<file path="config.mk">
export PLATFORM = sky130hd
export DESIGN_NAME = serial_led_driver
export DESIGN_NICKNAME = d
export VERILOG_FILES = /design/src/rtl/sld_pkg.sv /design/src/rtl/sld_shift_path.sv /design/src/rtl/sld_ctrl.sv /design/src/rtl/serial_led_driver.sv
export SDC_FILE = /design/constraint.sdc
export NUM_CORES = 1
export LEC_CHECK = 0
export BUFFER_PORTS_ARGS = -buffer_cell sky130_fd_sc_hd__clkbuf_2
export CAP_MARGIN = 20
export CORE_MARGIN = 8
export CORE_UTILIZATION = 50
export CTS_CLUSTER_SIZE = 40
export DETAILED_ROUTE_END_ITERATION = 12
export HOLD_SLACK_MARGIN = 0.06
export PLACE_DENSITY = 0.72
export SLEW_MARGIN = 0
export SYNTH_ARGS = -nofsm -noshare
export SYNTH_HDL_FRONTEND = slang
export SYNTH_HIERARCHICAL = 1
export SYNTH_SLANG_ARGS = --single-unit
export TNS_END_PERCENT = 30
</file>
<file path="constraint.sdc">
create_clock -name clk -period 3.2 [get_ports clk]
set_input_delay 0.64 -clock clk [delete_from_list [all_inputs] [get_ports clk]]
set_output_delay 0.64 -clock clk [all_outputs]
set_load 0.03 [all_outputs]
</file>
<file path="src/rtl/sld_pkg.sv">
`timescale 1ns/1ps
package sld_pkg;
  // Strobes and levels from the sequencer to the shift datapath
  typedef struct packed {
    logic load;      // capture a new frame this cycle
    logic advance;   // move to the next bit at this edge
    logic clkPhase;  // 1 while the shift clock sits at its active level
    logic store;     // store strobe cycle
    logic edgeFall;  // 1: falling edge is the capture edge
  } shiftCmd_t;

  typedef enum logic [1:0] {ST_IDLE, ST_SHIFT, ST_STORE} seqState_t;
endpackage

</file>
<file path="src/rtl/sld_shift_path.sv">
`timescale 1ns/1ps
module sld_shift_path
  import sld_pkg::*;
#(
  parameter int DATA_W = 24,
  parameter int OWN_W  = 8,
  parameter int LEN_W  = 5
) (
  input  logic              clk,
  input  logic              rstN,
  input  shiftCmd_t         cmd,
  input  logic [LEN_W-1:0]  frameLen,
  input  logic [DATA_W-1:0] cpuData,
  input  logic [OWN_W-1:0]  ownMask,
  input  logic [OWN_W-1:0]  hwIn,
  output logic              serData,
  output logic              serClk,
  output logic              serStore
);
  logic [DATA_W-1:0] mixed;
  logic [DATA_W-1:0] shiftQ;

  // Per-bit source choice: hardware inputs may own the low bits
  for (genvar i = 0; i < DATA_W; i++) begin : g_mix
    if (i < OWN_W) begin : g_own
      assign mixed[i] = ownMask[i] ? hwIn[i] : cpuData[i];
    end else begin : g_cpu
      assign mixed[i] = cpuData[i];
    end
  end

  always_ff @(posedge clk) begin
    if (!rstN) begin
      shiftQ <= '0;
    end else if (cmd.load) begin
      // Left-align so the top enabled bit sits at the MSB
      shiftQ <= mixed << (DATA_W - int'(frameLen));
    end else if (cmd.advance) begin
      shiftQ <= shiftQ << 1;
    end
  end

  assign serData  = shiftQ[DATA_W-1];
  assign serClk   = cmd.edgeFall ^ cmd.clkPhase;
  assign serStore = cmd.store;

  // Checker state: active edges seen in the current frame
  logic [LEN_W-1:0] lenQ;
  logic [LEN_W-1:0] edgeCnt;
  logic             phasePrev;
  always_ff @(posedge clk) begin
    if (!rstN) begin
      lenQ      <= '0;
      edgeCnt   <= '0;
      phasePrev <= 1'b0;
    end else begin
      phasePrev <= cmd.clkPhase;
      if (cmd.load) begin
        lenQ    <= frameLen;
        edgeCnt <= '0;
      end else if (cmd.clkPhase && !phasePrev) begin
        edgeCnt <= edgeCnt + 1'b1;
      end
    end
  end

  // one active clock edge per bit of the frame before the strobe
  a_r7_edge_count: assert property (@(posedge clk) disable iff (!rstN)
    cmd.store |-> edgeCnt == lenQ);
  // data does not move across the active edge
  a_r4_data_stable: assert property (@(posedge clk) disable iff (!rstN)
    cmd.clkPhase |-> $stable(serData));
endmodule

</file>
<file path="src/rtl/sld_ctrl.sv">
`timescale 1ns/1ps
module sld_ctrl
  import sld_pkg::*;
#(
  parameter int GROUPS  = 3,
  parameter int GROUP_W = 8,
  parameter int OWN_W   = 8,
  parameter int ADDR_W  = 5,
  parameter int CLK_HZ  = 125_000_000,
  localparam int DATA_W = GROUPS * GROUP_W,
  localparam int LEN_W  = $clog2(DATA_W + 1)
) (
  input  logic              clk,
  input  logic              rstN,
  input  logic [ADDR_W-1:0] busAddr,
  input  logic              busWrite,
  input  logic [31:0]       busWdata,
  output logic [31:0]       busRdata,
  output shiftCmd_t         cmd,
  output logic [LEN_W-1:0]  frameLen,
  output logic [DATA_W-1:0] cpuData,
  output logic [OWN_W-1:0]  ownMask
);
  localparam int P2    = (CLK_HZ / 2  > 0) ? CLK_HZ / 2  : 1;
  localparam int P4    = (CLK_HZ / 4  > 0) ? CLK_HZ / 4  : 1;
  localparam int P8    = (CLK_HZ / 8  > 0) ? CLK_HZ / 8  : 1;
  localparam int P10   = (CLK_HZ / 10 > 0) ? CLK_HZ / 10 : 1;
  localparam int CNT_W = $clog2(P2 + 1);
  localparam logic [ADDR_W-1:0] A_CFG0 = ADDR_W'(8'h00);
  localparam logic [ADDR_W-1:0] A_CFG1 = ADDR_W'(8'h04);
  localparam logic [ADDR_W-1:0] A_DAT0 = ADDR_W'(8'h08);
  localparam logic [ADDR_W-1:0] A_DAT1 = ADDR_W'(8'h0C);
  localparam logic [ADDR_W-1:0] A_STAT = ADDR_W'(8'h10);

  logic [30:0]       cfg0Q;
  logic              swPend;
  logic [31:0]       cfg1Q;
  logic [DATA_W-1:0] dat0Q;
  logic [31:0]       dat1Q;
  seqState_t         state;
  logic              phaseQ;
  logic [LEN_W-1:0]  bitCnt;
  logic [CNT_W-1:0]  tmrQ, period;
  logic              autoEn, tick, start, busy, wrCfg0;

  assign wrCfg0 = busWrite && busAddr == A_CFG0;

  always_ff @(posedge clk) begin
    if (!rstN) begin
      cfg0Q <= '0;
      cfg1Q <= '0;
      dat0Q <= '0;
      dat1Q <= '0;
    end else if (busWrite) begin
      if (busAddr == A_CFG0) cfg0Q <= busWdata[30:0];
      if (busAddr == A_CFG1) cfg1Q <= busWdata;
      if (busAddr == A_DAT0) dat0Q <= busWdata[DATA_W-1:0];
      if (busAddr == A_DAT1) dat1Q <= busWdata;
    end
  end

  // Frame length from the highest enabled group
  always_comb begin
    frameLen = '0;
    for (int g = 0; g < GROUPS; g++)
      if (cfg1Q[g]) frameLen = LEN_W'((g + 1) * GROUP_W);
  end

  // Rate timer clocked from the bus clock
  assign autoEn = cfg1Q[31];
  always_comb begin
    case (cfg1Q[24:23])
      2'b00:   period = CNT_W'(P2);
      2'b01:   period = CNT_W'(P4);
      2'b10:   period = CNT_W'(P8);
      default: period = CNT_W'(P10);
    endcase
  end
  assign tick = autoEn && (tmrQ >= period - 1'b1);
  always_ff @(posedge clk) begin
    if (!rstN || !autoEn || tick) tmrQ <= '0;
    else                          tmrQ <= tmrQ + 1'b1;
  end

  assign start = (state == ST_IDLE) && (swPend || tick) && (frameLen != '0);
  assign busy  = (state != ST_IDLE);

  // A new request written in the start cycle wins over the clear
  always_ff @(posedge clk) begin
    if (!rstN)                        swPend <= 1'b1;
    else if (wrCfg0 && busWdata[31])  swPend <= 1'b1;
    else if (start)                   swPend <= 1'b0;
  end

  always_ff @(posedge clk) begin
    if (!rstN) begin
      state  <= ST_IDLE;
      phaseQ <= 1'b0;
      bitCnt <= '0;
    end else begin
      case (state)
        ST_IDLE: if (start) begin
          state  <= ST_SHIFT;
          phaseQ <= 1'b0;
          bitCnt <= frameLen - 1'b1;
        end
        ST_SHIFT: begin
          phaseQ <= ~phaseQ;
          if (phaseQ) begin
            if (bitCnt == '0) state <= ST_STORE;
            else              bitCnt <= bitCnt - 1'b1;
          end
        end
        default: state <= ST_IDLE;
      endcase
    end
  end

  assign cmd.load     = start;
  assign cmd.advance  = (state == ST_SHIFT) && phaseQ;
  assign cmd.clkPhase = (state == ST_SHIFT) && phaseQ;
  assign cmd.store    = (state == ST_STORE);
  assign cmd.edgeFall = cfg0Q[26];
  assign cpuData      = dat0Q;
  assign ownMask      = {cfg1Q[17:15], cfg0Q[29:27], cfg0Q[25:24]};

  always_comb begin
    case (busAddr)
      A_CFG0:  busRdata = {swPend, cfg0Q};
      A_CFG1:  busRdata = cfg1Q;
      A_DAT0:  busRdata = 32'(dat0Q);
      A_DAT1:  busRdata = dat1Q;
      A_STAT:  busRdata = {31'b0, busy};
      default: busRdata = '0;
    endcase
  end

  // the store strobe lasts a single cycle
  a_r7_store_single: assert property (@(posedge clk) disable iff (!rstN)
    cmd.store |=> !cmd.store);
  // a request made during a frame is never lost
  a_r9_pend_held: assert property (@(posedge clk) disable iff (!rstN)
    (swPend && busy) |=> swPend);
  // no frame begins while no group is enabled
  a_r3_no_empty: assert property (@(posedge clk) disable iff (!rstN)
    $rose(busy) |-> $past(frameLen) != '0);
endmodule

</file>
<file path="src/rtl/serial_led_driver.sv">
`timescale 1ns/1ps
module serial_led_driver #(
  parameter int GROUPS  = 3,
  parameter int GROUP_W = 8,
  parameter int ADDR_W  = 5,
  parameter int CLK_HZ  = 125_000_000
) (
  input  logic              clk,
  input  logic              rstN,
  input  logic [ADDR_W-1:0] busAddr,
  input  logic              busWrite,
  input  logic [31:0]       busWdata,
  output logic [31:0]       busRdata,
  input  logic [1:0]        dslIn,
  input  logic [2:0]        phy1In,
  input  logic [2:0]        phy2In,
  output logic              serData,
  output logic              serClk,
  output logic              serStore
);
  localparam int DATA_W = GROUPS * GROUP_W;
  localparam int LEN_W  = $clog2(DATA_W + 1);
  localparam int OWN_W  = 8;

  sld_pkg::shiftCmd_t cmd;
  logic [LEN_W-1:0]   frameLen;
  logic [DATA_W-1:0]  cpuData;
  logic [OWN_W-1:0]   ownMask;

  sld_ctrl #(.GROUPS(GROUPS), .GROUP_W(GROUP_W), .OWN_W(OWN_W),
             .ADDR_W(ADDR_W), .CLK_HZ(CLK_HZ)) u_ctrl (
    .clk(clk), .rstN(rstN), .busAddr(busAddr), .busWrite(busWrite),
    .busWdata(busWdata), .busRdata(busRdata), .cmd(cmd),
    .frameLen(frameLen), .cpuData(cpuData), .ownMask(ownMask));

  sld_shift_path #(.DATA_W(DATA_W), .OWN_W(OWN_W), .LEN_W(LEN_W)) u_path (
    .clk(clk), .rstN(rstN), .cmd(cmd), .frameLen(frameLen),
    .cpuData(cpuData), .ownMask(ownMask),
    .hwIn({phy2In, phy1In, dslIn}),
    .serData(serData), .serClk(serClk), .serStore(serStore));
endmodule

</file>
==> impl_metrics.ini <==
[run_status]
run_status = finished, violations left
violations = negative setup slack

[setup_path]
crit_start = u_ctrl/cfg1Q[23]$_SDFFE_PN0P_
path_buf_inv = 4
cp.arrival_ns = 3.57
cp_top_family = compound AO/OA/AOI/OAI gates
r2r_cells = 16
critical_path_required_ns = 3.53
path_class = reg -> reg
cp-end-kind = flop
startpoint_type = flop
cp_max_fo = 5
crit_path_frequent_cell = buf_6
timing.rr.start = u_ctrl/cfg1Q[23]$_SDFFE_PN0P_
slowest_delay_ns = 0.37
regToRegEndpoint = u_path/shiftQ[12]$_SDFFE_PN0P_
reg2reg_slack_ns = -0.04
slowest_stage = dfxtp_4
worstPathCellList = buf_6, ha_4, o21bai_1, ha_1, a31o_2, a221oi_2, o21ai_1, a22o_1, or2_4, clkinvlp_4, buf_6, buf_4, o21ai_0, o211ai_1, o22ai_2, a311oi_1

[place]
portBuffers = 82
routabilityCongestion = 0.9191
place_ws_ns = -0.05258
hpwl_um = 19030

[drt]
met1Wirelength_um = 12160
drtPass1Iterations = 5
route.met2.wl_um = 13490
drtIter0Drc = 703
highest_layer = met4
drc_errors = 0
drtAntennaViolNets = 0
wl_met3_um = 1759
viasPerCell = 5.772
post_drt_wl_per_cell_um = 18.06
wl_um = 28070
vias = 8969

[cts]
cts_hold_buf = 0
cts_htree_levels = 4
clk_latency_ns = 0.44
clock_path_buffers = 2
cts_tree = yes
path_clk_slew_ns = 0.08
clock-root-buffer = clkbuf_16
numCtsBuffers = 17
cts.sink_count = 178

[grt]
grt_pass1_wl_um = 45350
grt_start_max_net_pins = 73
overflow = 0
track_usage_pct = 22.78
grt_pass1_vias = 8817
antenna_found_initial = 0

[timing]
finalCritPeriodShare_pct = 101.2
finalSetupViolations = 1
fin_ws_ns = -0.03936
worstMarginPinSlew_ns = 0.8472
fin_crit_ns = 3.239
rsz0062_at_grt = true
relSlewSlack_pct = 43.41
fin_skew_ns = 0.02203
maxSlewViolCount = 0
whs_ns = 0.4383
report.final.hold_viol_count = 0
max_clock_freq_ghz = 0.3087

[yosys]
yosysTopAreaCellShare_pct = 35.45
synth_top_area_cell = dfxtp_1
synth.avg_cell_area_sq_um = 8.320
synth_edf_count = 0
synth-seq-cells = 178
synth_adder_area_share_pct = 3.859
synthMuxAreaShare_pct = 13.01
yosysUniqueCellTypes = 88
synth_top_family_by_area = simple AND/OR/NAND/NOR gates
synthSimpleGateAreaFrac_pct = 21.65
ys_top_cells_by_area = dfxtp_1 35%, nand2_1 11%, mux4_2 8.7%, a21oi_1 7.7%, ha_1 3.9%
synth.cell_area_sq_mm = 0.01005
synth_cells = 1208
yosys_warnings = 6
async_reset_ff_share_pct = 0
synth-xor-area-share_pct = 2.515
synth_compound_area_share_pct = 17.69
synth_top_flop_cell = dfxtp_1
ys_seq_area_share_pct = 35.45

[floorplan]
io_pins = 83
fp.dieW_um = 157.8
die-area_sq_mm = 0.02489
placeableCoreArea_sq_mm = 0.01997
die_h_um = 157.8
fp-row-count = 52
start_util_pct = 50.32

[min_path]
min_from = busWdata[29]
min_path_cells = 3
whs_endpoint = u_ctrl/cfg1Q[29]$_SDFFE_PN0P_
hold_class = in -> reg

[finish]
layout-drive-gt1-share_pct = 22.35
antenna_cells = 0
utilization_pct = 59.16
fin_nets = 1350
synthToLayoutAreaGrowth_pct = 17.56

[run]
max_cap_violations = 0

[power]
total_power_uw = 4833
total_leakage_power_uw = 0.004171
p_per_area_mw_per_mm2 = 409.0
peakVddDrop_v = 0.0003525
[sequential cells by signal, summed over array words and instances (netlist names), 2 cells and up]
name,cells
u_ctrl/dat1Q,32
u_ctrl/state,2
u_path/shiftQ,24
u_ctrl/tmrQ,26
u_ctrl/cfg0Q,31
u_ctrl/bitCnt,5
u_ctrl/cfg1Q,32
u_ctrl/cpuData,24
[cell families (layout without fill, tap and decap cells)]
family | count (synthesis) | in the layout
adders and majority gates | 31 | 31
AOI/OAI and AO/OA | 289 | 289
and+or+nand+nor | 481 | 481
other | 1 | 4
buffers and inverters | 121 | 194
xor gates and xnor gates | 28 | 28
DFF | 178 | 178
muxes | 79 | 79
[worst reg2reg max path: cells and delay by family (launching register included)]
| family | cells | cell delay [ns] |
|---|---|---|
| fa+ha+maj | 2 | 0.43 |
| flops | 1 | 0.37 |
| simple gates | 1 | 0.27 |
| compound gates | 9 | 1.59 |
| buf+inv | 4 | 0.48 |
[synth_stat cells (4+ instances only)]
master,number
o22ai_1,10
and2_1,29
nand2_1,288
clkbuf_1,58
xnor2_1,11
inv_1,22
mux2i_1,32
a211oi_1,12
nand4_1,5
dfxtp_1,178
nor3_1,11
o21ai_1,5
mux4_2,39
a22o_1,4
buf_2,10
buf_6,4
o21a_1,16
xor2_1,16
a21oi_1,154
mux2_2,6
buf_4,21
o21ai_0,42
and3_1,9
nor2b_1,7
nor2_1,73
nand3_1,24
a31oi_1,5
ha_1,31
[layout by cell type (no fill, tap or decap), types with 24 or more instances in the layout]
master,Yosys,routed
mux4_2,39,39
clkbuf_2,0,82
nand2_1,288,286
and2_1,29,29
buf_4,21,41
o21ai_0,42,39
a21oi_1,154,154
dfxtp_1,178,176
nand3_1,24,24
nor2_1,73,71
mux2i_1,32,32
[final cells by class]
| cell class | instances | area [sq um] |
|---|---|---|
| Inverter | 25 | 113.9 |
| Timing Repair Buffer | 137 | 945.9 |
| Sequential cell | 178 | 3571 |
| Multi-Input combinational cell | 912 | 6222 |
| Clock buffer | 18 | 439.2 |
| Tap cell | 270 | 337.8 |
| Clock inverter | 14 | 186.4 |
| Fill cell | 1714 | 8158 |
[power by group]
part	internal (uW)	leakage (uW)	total (uW)	switching [uW]
Combinational	148	0.00243	403	255
Sequential	2230	0.00144	2250	14.4
Clock	1150	0.000305	2180	1030
Total	3530	0.00417	4830	1300
[how the worst max path moves through the flow]
stage                                      to  cells past startpoint
3_3_place_gp   u_path/shiftQ[12]$_SDFFE_PN0P_                     15
4_1_cts        u_path/shiftQ[10]$_SDFFE_PN0P_                     16
6_report       u_path/shiftQ[12]$_SDFFE_PN0P_                     16
5_1_grt        u_path/shiftQ[12]$_SDFFE_PN0P_                     16
2_1_floorplan  u_path/shiftQ[15]$_SDFFE_PN0P_                     16
3_5_place_dp   u_path/shiftQ[12]$_SDFFE_PN0P_                     15
[timing repair]
action	CTS	global route
setup endpoints to repair	15	24
cloned	1	0
pin swaps	14	27
resized for setup	14	31
buffers inserted	14	4
[per-stage QoR]
step	area [sq um]	setup TNS, ns	instances
after floorplan	10170	0	1211
after global placement	10810	0	1504
after detailed placement	10810	-0.1019	1504
after CTS	11650	-0.1012	1551
after global routing	11820	-1.258	1554
final	11820	-0.03936	1554
[per-layer routing]
layer | GRT usage, % | vias up
met5 | 0 | -
met4 | 8.024 | 0
met3 | 4.122 | 55
met2 | 37.79 | 351
met1 | 29.22 | 4241
li1 | - | 4322
Note: power is estimated with default switching activity, not from simulation.
